==> src/rtl/sertx_pkg.sv <==
`timescale 1ns/1ps
package sertx_pkg;

    typedef enum logic [2:0] {
        ST_IDLE,
        ST_ARM,
        ST_START,
        ST_DATA,
        ST_PARITY,
        ST_STOP,
        ST_BREAK
    } tx_state_e;

    localparam logic [1:0] PAR_EVEN = 2'b01;
    localparam logic [1:0] PAR_ODD  = 2'b10;

    typedef struct packed {
        logic       brk;
        logic [8:0] data;
    } tx_entry_t;

endpackage

==> src/rtl/sertx_baud.sv <==
`timescale 1ns/1ps
module sertx_baud #(
    parameter int DIV_W = 16
) (
    input  logic             clk,
    input  logic             rst_n,
    input  logic             run,
    input  logic [DIV_W-1:0] divisor,
    output logic             tick
);
    logic [DIV_W-1:0] cnt_q;

    always_ff @(posedge clk or negedge rst_n) begin
        if (!rst_n) begin
            cnt_q <= '0;
        end else if (!run) begin
            cnt_q <= '0;
        end else if (cnt_q == divisor) begin
            cnt_q <= '0;
        end else begin
            cnt_q <= cnt_q + 1'b1;
        end
    end

    assign tick = run && (cnt_q == divisor);

    // Divider starts from zero when transmit is enabled
    assert_clear_start_R5: assert property (@(posedge clk) disable iff (!rst_n)
        $rose(run) |-> (cnt_q == '0));

endmodule

==> src/rtl/sertx_fifo.sv <==
`timescale 1ns/1ps
module sertx_fifo
    import sertx_pkg::*;
#(
    parameter int DEPTH = 4
) (
    input  logic      clk,
    input  logic      rst_n,
    input  logic      push,
    input  tx_entry_t wdata,
    input  logic      pop,
    output tx_entry_t rdata,
    output logic      full,
    output logic      empty
);
    localparam int PTR_W = (DEPTH > 1) ? $clog2(DEPTH) : 1;
    localparam int CNT_W = $clog2(DEPTH + 1);

    tx_entry_t          mem_q [DEPTH];
    logic [PTR_W-1:0]   wr_ptr_q, rd_ptr_q;
    logic [CNT_W-1:0]   count_q;
    logic               do_push, do_pop;

    assign full    = (count_q == CNT_W'(DEPTH));
    assign empty   = (count_q == '0);
    assign do_push = push && !full;
    assign do_pop  = pop && !empty;
    assign rdata   = mem_q[rd_ptr_q];

    always_ff @(posedge clk) begin
        if (do_push) begin
            mem_q[wr_ptr_q] <= wdata;
        end
    end

    always_ff @(posedge clk or negedge rst_n) begin
        if (!rst_n) begin
            wr_ptr_q <= '0;
            rd_ptr_q <= '0;
            count_q  <= '0;
        end else begin
            if (do_push) begin
                wr_ptr_q <= (wr_ptr_q == PTR_W'(DEPTH - 1)) ? '0 : wr_ptr_q + 1'b1;
            end
            if (do_pop) begin
                rd_ptr_q <= (rd_ptr_q == PTR_W'(DEPTH - 1)) ? '0 : rd_ptr_q + 1'b1;
            end
            case ({do_push, do_pop})
                2'b10:   count_q <= count_q + 1'b1;
                2'b01:   count_q <= count_q - 1'b1;
                default: count_q <= count_q;
            endcase
        end
    end

    assert_no_overflow_R3: assert property (@(posedge clk) disable iff (!rst_n)
        count_q <= CNT_W'(DEPTH));

    assert_full_drop_R3: assert property (@(posedge clk) disable iff (!rst_n)
        (full && !pop) |=> full);

    assert_pop_valid_R3: assert property (@(posedge clk) disable iff (!rst_n)
        pop |-> !empty);

endmodule

==> src/rtl/sertx_shifter.sv <==
`timescale 1ns/1ps
module sertx_shifter
    import sertx_pkg::*;
#(
    parameter int OVS        = 16,
    parameter int BREAK_BITS = 13
) (
    input  logic      clk,
    input  logic      rst_n,
    input  logic      tick,
    input  logic      load_ok,
    input  logic      ent_valid,
    input  tx_entry_t ent,
    input  logic      nine_bit,
    input  logic [1:0] parity_mode,
    input  logic      two_stop,
    output logic      pop,
    output logic      tx_out,
    output logic      sr_empty,
    output logic      brk_done
);
    localparam int SUB_W = $clog2(OVS);
    localparam int BIT_W = $clog2(BREAK_BITS + 1);

    tx_state_e         state_q, state_d;
    logic [SUB_W-1:0]  sub_q, sub_d;
    logic [BIT_W-1:0]  bitn_q, bitn_d;
    logic [8:0]        shreg_q, shreg_d;
    logic              par_q, par_d;
    logic              brk_q, brk_d;
    logic              nine_q, nine_d;
    logic              pen_q, pen_d;
    logic              two_q, two_d;
    logic              end_bit, can_load, take;
    logic [BIT_W-1:0]  last_data;

    assign end_bit   = tick && (sub_q == SUB_W'(OVS - 1));
    assign can_load  = load_ok && ent_valid;
    assign last_data = nine_q ? BIT_W'(8) : BIT_W'(7);

    // Next-state and datapath
    always_comb begin
        state_d  = state_q;
        sub_d    = sub_q;
        bitn_d   = bitn_q;
        shreg_d  = shreg_q;
        par_d    = par_q;
        brk_d    = brk_q;
        nine_d   = nine_q;
        pen_d    = pen_q;
        two_d    = two_q;
        take     = 1'b0;
        brk_done = 1'b0;

        if (tick && state_q != ST_IDLE && state_q != ST_ARM) begin
            sub_d = (sub_q == SUB_W'(OVS - 1)) ? '0 : sub_q + 1'b1;
        end

        unique case (state_q)
            ST_IDLE: begin
                if (can_load) begin
                    take    = 1'b1;
                    state_d = ST_ARM;
                end
            end
            ST_ARM: begin
                if (tick) begin
                    state_d = brk_q ? ST_BREAK : ST_START;
                    sub_d   = '0;
                    bitn_d  = '0;
                end
            end
            ST_START: begin
                if (end_bit) begin
                    state_d = ST_DATA;
                    bitn_d  = '0;
                end
            end
            ST_DATA: begin
                if (end_bit) begin
                    shreg_d = {1'b0, shreg_q[8:1]};
                    if (bitn_q == last_data) begin
                        state_d = pen_q ? ST_PARITY : ST_STOP;
                        bitn_d  = '0;
                    end else begin
                        bitn_d = bitn_q + 1'b1;
                    end
                end
            end
            ST_PARITY: begin
                if (end_bit) begin
                    state_d = ST_STOP;
                    bitn_d  = '0;
                end
            end
            ST_STOP: begin
                if (end_bit) begin
                    if (!brk_q && two_q && bitn_q == '0) begin
                        bitn_d = BIT_W'(1);
                    end else begin
                        brk_done = brk_q;
                        bitn_d   = '0;
                        if (can_load) begin
                            take    = 1'b1;
                            state_d = ent.brk ? ST_BREAK : ST_START;
                        end else begin
                            state_d = ST_IDLE;
                        end
                    end
                end
            end
            ST_BREAK: begin
                if (end_bit) begin
                    if (bitn_q == BIT_W'(BREAK_BITS - 1)) begin
                        state_d = ST_STOP;
                        bitn_d  = '0;
                    end else begin
                        bitn_d = bitn_q + 1'b1;
                    end
                end
            end
            default: state_d = ST_IDLE;
        endcase

        if (take) begin
            shreg_d = ent.data;
            brk_d   = ent.brk;
            nine_d  = nine_bit;
            two_d   = two_stop;
            pen_d   = !nine_bit && (parity_mode == PAR_EVEN || parity_mode == PAR_ODD);
            par_d   = (parity_mode == PAR_ODD) ? ~^ent.data[7:0] : ^ent.data[7:0];
            sub_d   = '0;
        end
    end

    assign pop = take;

    // State register
    always_ff @(posedge clk or negedge rst_n) begin
        if (!rst_n) begin
            state_q <= ST_IDLE;
            sub_q   <= '0;
            bitn_q  <= '0;
            shreg_q <= '0;
            par_q   <= 1'b0;
            brk_q   <= 1'b0;
            nine_q  <= 1'b0;
            pen_q   <= 1'b0;
            two_q   <= 1'b0;
        end else begin
            state_q <= state_d;
            sub_q   <= sub_d;
            bitn_q  <= bitn_d;
            shreg_q <= shreg_d;
            par_q   <= par_d;
            brk_q   <= brk_d;
            nine_q  <= nine_d;
            pen_q   <= pen_d;
            two_q   <= two_d;
        end
    end

    // Outputs
    always_comb begin
        sr_empty = (state_q == ST_IDLE);
        unique case (state_q)
            ST_START, ST_BREAK: tx_out = 1'b0;
            ST_DATA:            tx_out = shreg_q[0];
            ST_PARITY:          tx_out = par_q;
            default:            tx_out = 1'b1;
        endcase
    end

    // Line and state move only on baud ticks once a frame runs
    assert_tick_paced_R1: assert property (@(posedge clk) disable iff (!rst_n)
        (!tick && state_q != ST_IDLE && state_q != ST_ARM) |=> ($stable(state_q) && $stable(tx_out)));

    assert_arm_wait_R5: assert property (@(posedge clk) disable iff (!rst_n)
        (state_q == ST_ARM && !tick) |=> (state_q == ST_ARM));

    assert_break_hold_R8: assert property (@(posedge clk) disable iff (!rst_n)
        (state_q == ST_BREAK && !end_bit) |=> (state_q == ST_BREAK && !tx_out));

endmodule

==> src/rtl/sertx_core.sv <==
`timescale 1ns/1ps
module sertx_core
    import sertx_pkg::*;
#(
    parameter int DEPTH      = 4,
    parameter int DIV_W      = 16,
    parameter int OVS        = 16,
    parameter int BREAK_BITS = 13
) (
    input  logic             clk,
    input  logic             rst_n,
    input  logic             tx_en,
    input  logic             brk_set,
    input  logic             wr_en,
    input  logic             wr_word,
    input  logic [8:0]       wr_data,
    input  logic [DIV_W-1:0] divisor,
    input  logic             nine_bit,
    input  logic [1:0]       parity_mode,
    input  logic             two_stop,
    input  logic             irq_sel,
    output logic             tx_out,
    output logic             brk_pending,
    output logic             fifo_full,
    output logic             fifo_empty,
    output logic             sr_empty,
    output logic             tx_irq
);
    logic      tick, pop, brk_done, wr_ok, arm_now;
    logic      tx_en_q, sr_empty_q, brk_armed_q;
    tx_entry_t wr_ent, rd_ent;

    assign wr_ok   = wr_en && (!nine_bit || wr_word);
    assign arm_now = wr_ok && !fifo_full && brk_pending && !brk_armed_q;

    always_comb begin
        wr_ent.brk  = brk_pending && !brk_armed_q;
        wr_ent.data = nine_bit ? wr_data : {1'b0, wr_data[7:0]};
    end

    sertx_baud #(.DIV_W(DIV_W)) u_baud (
        .clk     (clk),
        .rst_n   (rst_n),
        .run     (tx_en),
        .divisor (divisor),
        .tick    (tick)
    );

    sertx_fifo #(.DEPTH(DEPTH)) u_fifo (
        .clk   (clk),
        .rst_n (rst_n),
        .push  (wr_ok),
        .wdata (wr_ent),
        .pop   (pop),
        .rdata (rd_ent),
        .full  (fifo_full),
        .empty (fifo_empty)
    );

    sertx_shifter #(.OVS(OVS), .BREAK_BITS(BREAK_BITS)) u_shift (
        .clk         (clk),
        .rst_n       (rst_n),
        .tick        (tick),
        .load_ok     (tx_en && tx_en_q),
        .ent_valid   (!fifo_empty),
        .ent         (rd_ent),
        .nine_bit    (nine_bit),
        .parity_mode (parity_mode),
        .two_stop    (two_stop),
        .pop         (pop),
        .tx_out      (tx_out),
        .sr_empty    (sr_empty),
        .brk_done    (brk_done)
    );

    always_ff @(posedge clk or negedge rst_n) begin
        if (!rst_n) begin
            tx_en_q     <= 1'b0;
            sr_empty_q  <= 1'b1;
            brk_pending <= 1'b0;
            brk_armed_q <= 1'b0;
            tx_irq      <= 1'b0;
        end else begin
            tx_en_q     <= tx_en;
            sr_empty_q  <= sr_empty;
            brk_pending <= brk_set || (brk_pending && !brk_done);
            brk_armed_q <= !brk_done && (brk_armed_q || arm_now);
            tx_irq      <= (tx_en && !tx_en_q) ||
                           (irq_sel ? (sr_empty && !sr_empty_q) : pop);
        end
    end

    assert_irq_on_enable_R6: assert property (@(posedge clk) disable iff (!rst_n)
        $rose(tx_en) |=> tx_irq);

    assert_brk_clear_R10: assert property (@(posedge clk) disable iff (!rst_n)
        $fell(brk_pending) |-> $past(brk_done));

    assert_line_idle_R11: assert property (@(posedge clk) disable iff (!rst_n)
        sr_empty |-> tx_out);

endmodule

==> config.mk <==
export PLATFORM = sky130hd
export DESIGN_NAME = sertx_core
export DESIGN_NICKNAME = d
export VERILOG_FILES = /design/src/rtl/sertx_pkg.sv /design/src/rtl/sertx_baud.sv /design/src/rtl/sertx_fifo.sv /design/src/rtl/sertx_shifter.sv /design/src/rtl/sertx_core.sv
export SDC_FILE = /design/constraint.sdc
export NUM_CORES = 1
export LEC_CHECK = 0
export BUFFER_PORTS_ARGS = -buffer_cell sky130_fd_sc_hd__buf_2
export CAP_MARGIN = 20
export CORE_UTILIZATION = 53
export DETAILED_ROUTE_END_ITERATION = 6
export PLACE_DENSITY_LB_ADDON = 0.05
export RECOVER_POWER = 100
export SLEW_MARGIN = 20
export SYNTH_ARGS = -nofsm -noshare
export SYNTH_HDL_FRONTEND = slang
export SYNTH_SLANG_ARGS = --single-unit
==> constraint.sdc <==
create_clock -name clk -period 2.7 [get_ports clk]
set_input_delay 0.135 -clock clk [delete_from_list [all_inputs] [get_ports clk]]
set_output_delay 0.135 -clock clk [all_outputs]
set_load 0.01 [all_outputs]
==> flow_summary.toml <==
[synthesis]
synth_nets = 419
ys_seq_area_frac = 0.5563
synthFlopType = "dfrtp_1"
syn_area_sq_mm = 0.004546
synth_top_cell_by_area = "dfrtp_1"
yosys.area.top_type_share = 0.2863
synth.avg_cell_area_sq_um = 12.25
synthTopCellsByArea = "dfrtp_1, edfxtp_1, xnor2_1, mux4_1, ha_1"
async_reset_ff_frac = 0.5699
synth_edf_count = 40
synthCells = 371
synth_cell_types = 55
synth-warning-count = 0
ys_ff_latch = 93
ys_top_cells_by_count = "dfrtp_1, edfxtp_1, nor2_1, xnor2_1, nand3_1"
synth.most_common_cell = "dfrtp_1"

[setup_path]
end_kind = "flop"
cp_slowest_cell = "dfrtp_2"
required_ps = 2990
cp_num_cells = 12
r2r_cells = 12
critPathKind = "flop to flop"
crit_start = "u_baud.cnt_q[2]"
cp_common_cell = "xor2_1"
cp_top_family = "simple AND/OR/NAND/NOR gates"
crit_path_start_kind = "flop"
r2r-end = "u_fifo.count_q[2]"
cp_max_fo = 3
crit_path_cell_trace = "xnor2_2 > nand4_1 > nor4_4 > a22o_1 > nand2_2 > inv_2 > ha_4 > inv_1 > fa_2 > xor2_1 > nor2_1 > xor2_1"
max_stage_delay_ps = 450
path_buf_inv = 2
arrival_ps = 2870
ff2ff_setup_slack_ps = 110
reg2reg_from = "u_baud.cnt_q[2]"

[route]
drc = 0
initialDrtViolationCount = 144
wire_per_inst_microns = 16.65
wirelength_microns = 9206
vias = 3073
vias_per_cell = 5.557
ant_nets = 0
first_pass_iters = 4

[placement]
port_buffers = 41
dpl.hpwl_microns = 6375
gp_congestion = 0.8404

[power]
powerDensity_mw_per_mm2 = 587.8
power_leakage_nw = 2.208
irDropWorstVdd_mv = 0.4058

[job]
drv_cap = 0

[floorplanning]
die_w_microns = 94.61
ios = 42
core_sq_mm = 0.008258
die_height_microns = 94.61
die_area_sq_mm = 0.008951
initial_core_util = 0.5505
rows = 33

[cts]
numCtsBuffers = 9
clk_latency_ps = 360
clk_pin_slew_ps = 100
clock_sinks = 93
cts_buffer_depth = 2
cts_root_buf = "clkbuf_8"
cts_max_level = 3
tritoncts = "yes"

[sta]
fmax_mhz = 386.5
setup_tns_ps = 0
clock_skew_ps = 12.02
worstMarginPinSlew_ps = 1261
hold_slack_ps = 17.76
final-hold-violation-count = 0
slew_viol_final = 0
timing.final.crit_share = 0.9582
setup_viol = 0
period_needed_ps = 2587
relSlewSlack = 0.1591

[finish]
area_growth_pct = 16.71
final_nets = 491
n_antenna_cell = 0
fin_util = 0.6424
drive_gt1_frac = 0.1853

[global_routing]
grt_pass1_vias = 3024
grt_usage = 0.2271
gr-total-overflow = 0
grt_max_degree = 32
grt_pass1_wl_microns = 15020
antenna_found_initial = 0

[worst_hold_path]
holdPathStages = 2
hp-class = "input pin to flop"
hp-start = "irq_sel"
min_to = "tx_irq"

[outcome]
status = "finished clean"
registers in the layout (all words and copies together), names as in the netlist:
name,flops
u_fifo.rd_ptr_q,2
u_shift.nine_q,1
u_shift.par_q,1
brk_armed_q,1
tx_en_q,1
u_shift.shreg_q,9
u_fifo.count_q,3
u_shift.two_q,1
sr_empty_q,1
tx_irq,1
u_shift.state_q,3
u_shift.sub_q,4
u_shift.bitn_q,4
u_shift.brk_q,1
u_shift.pen_q,1
brk_pending,1
u_fifo.wr_ptr_q,2
u_baud.cnt_q,16
u_fifo.mem_q,40
layer usage:
metal,global-route usage,wire length (microns),vias up
li1,-,-,1492
met1,0.3094,4273,1514
met2,0.3717,4567,56
met3,0.03704,236,11
met4,0.07702,128,0
met5,0,0,-
logic make-up (layout without fill, tap and decap cells):
kind of cell               Yosys count  in the layout  share of synthesized area
adders and majority gates           12             12                    0.03468
xor gates and xnor gates            42             42                    0.08423
buffers and inverters               32            109                    0.03000
AOI/OAI and AO/OA                   50             50                    0.06744
DFF                                 93             93                     0.5563
muxes                               24             24                    0.08973
and+or+nand+nor                    118            118                     0.1376
placed cells by master (no fill, tap or decap), drive strengths merged, types with 10 or more instances in the layout:
cell type and instances:
dfrtp 52, ha 11, edfxtp 40, xor2 15
dlygate4sd3 11, xnor2 27, buf 43, nand2 17
clkbuf 30, nand3 24, nor2 31, inv 23
mux4 10, o21ai 22
how the worst max path moves through the flow:
stage	to
after floorplan	u_fifo.count_q[2]
after global placement	u_fifo.count_q[2]
after detailed placement	u_fifo.count_q[2]
after CTS	u_fifo.count_q[2]
after global routing	u_fifo.count_q[2]
final	u_fifo.count_q[2]
report_power, final:
group	total, mW	internal (mW)	leakage, nW	switching, mW
sequential	1.67	1.62	1.05	0.0543
combinational	0.453	0.195	1.05	0.258
clock	0.993	0.453	0.109	0.540
timing repair:
action | 4_1_cts | 5_1_grt
endpoints found under the hold margin | 56 | 0
resized for setup | 0 | 9
hold buffers | 11 | 0
endpoints found under the setup margin | 0 | 1
buffers inserted | 0 | 5
cell type report:
| class | instances | area, sq um |
|---|---|---|
| clock buffer | 9 | 123.9 |
| clock inverter | 7 | 87.58 |
| fill | 678 | 2953 |
| inverter | 18 | 67.56 |
| multi-input combinational | 246 | 1913 |
| sequential | 93 | 2531 |
| tap | 105 | 131.4 |
| timing repair buffer | 75 | 450.4 |
stage by stage:
stage	setup WS, ps	instance area (sq um)	total power [mW]	instances
after floorplan	24.05	4551	1.973	371
after global placement	214.4	4949	2.124	521
after detailed placement	91.98	4949	2.147	521
after CTS	66.30	5270	3.143	548
after global routing	-34.70	5305	3.255	553
final	113.0	5305	3.118	553
Note: power is estimated with default switching activity, not from simulation.
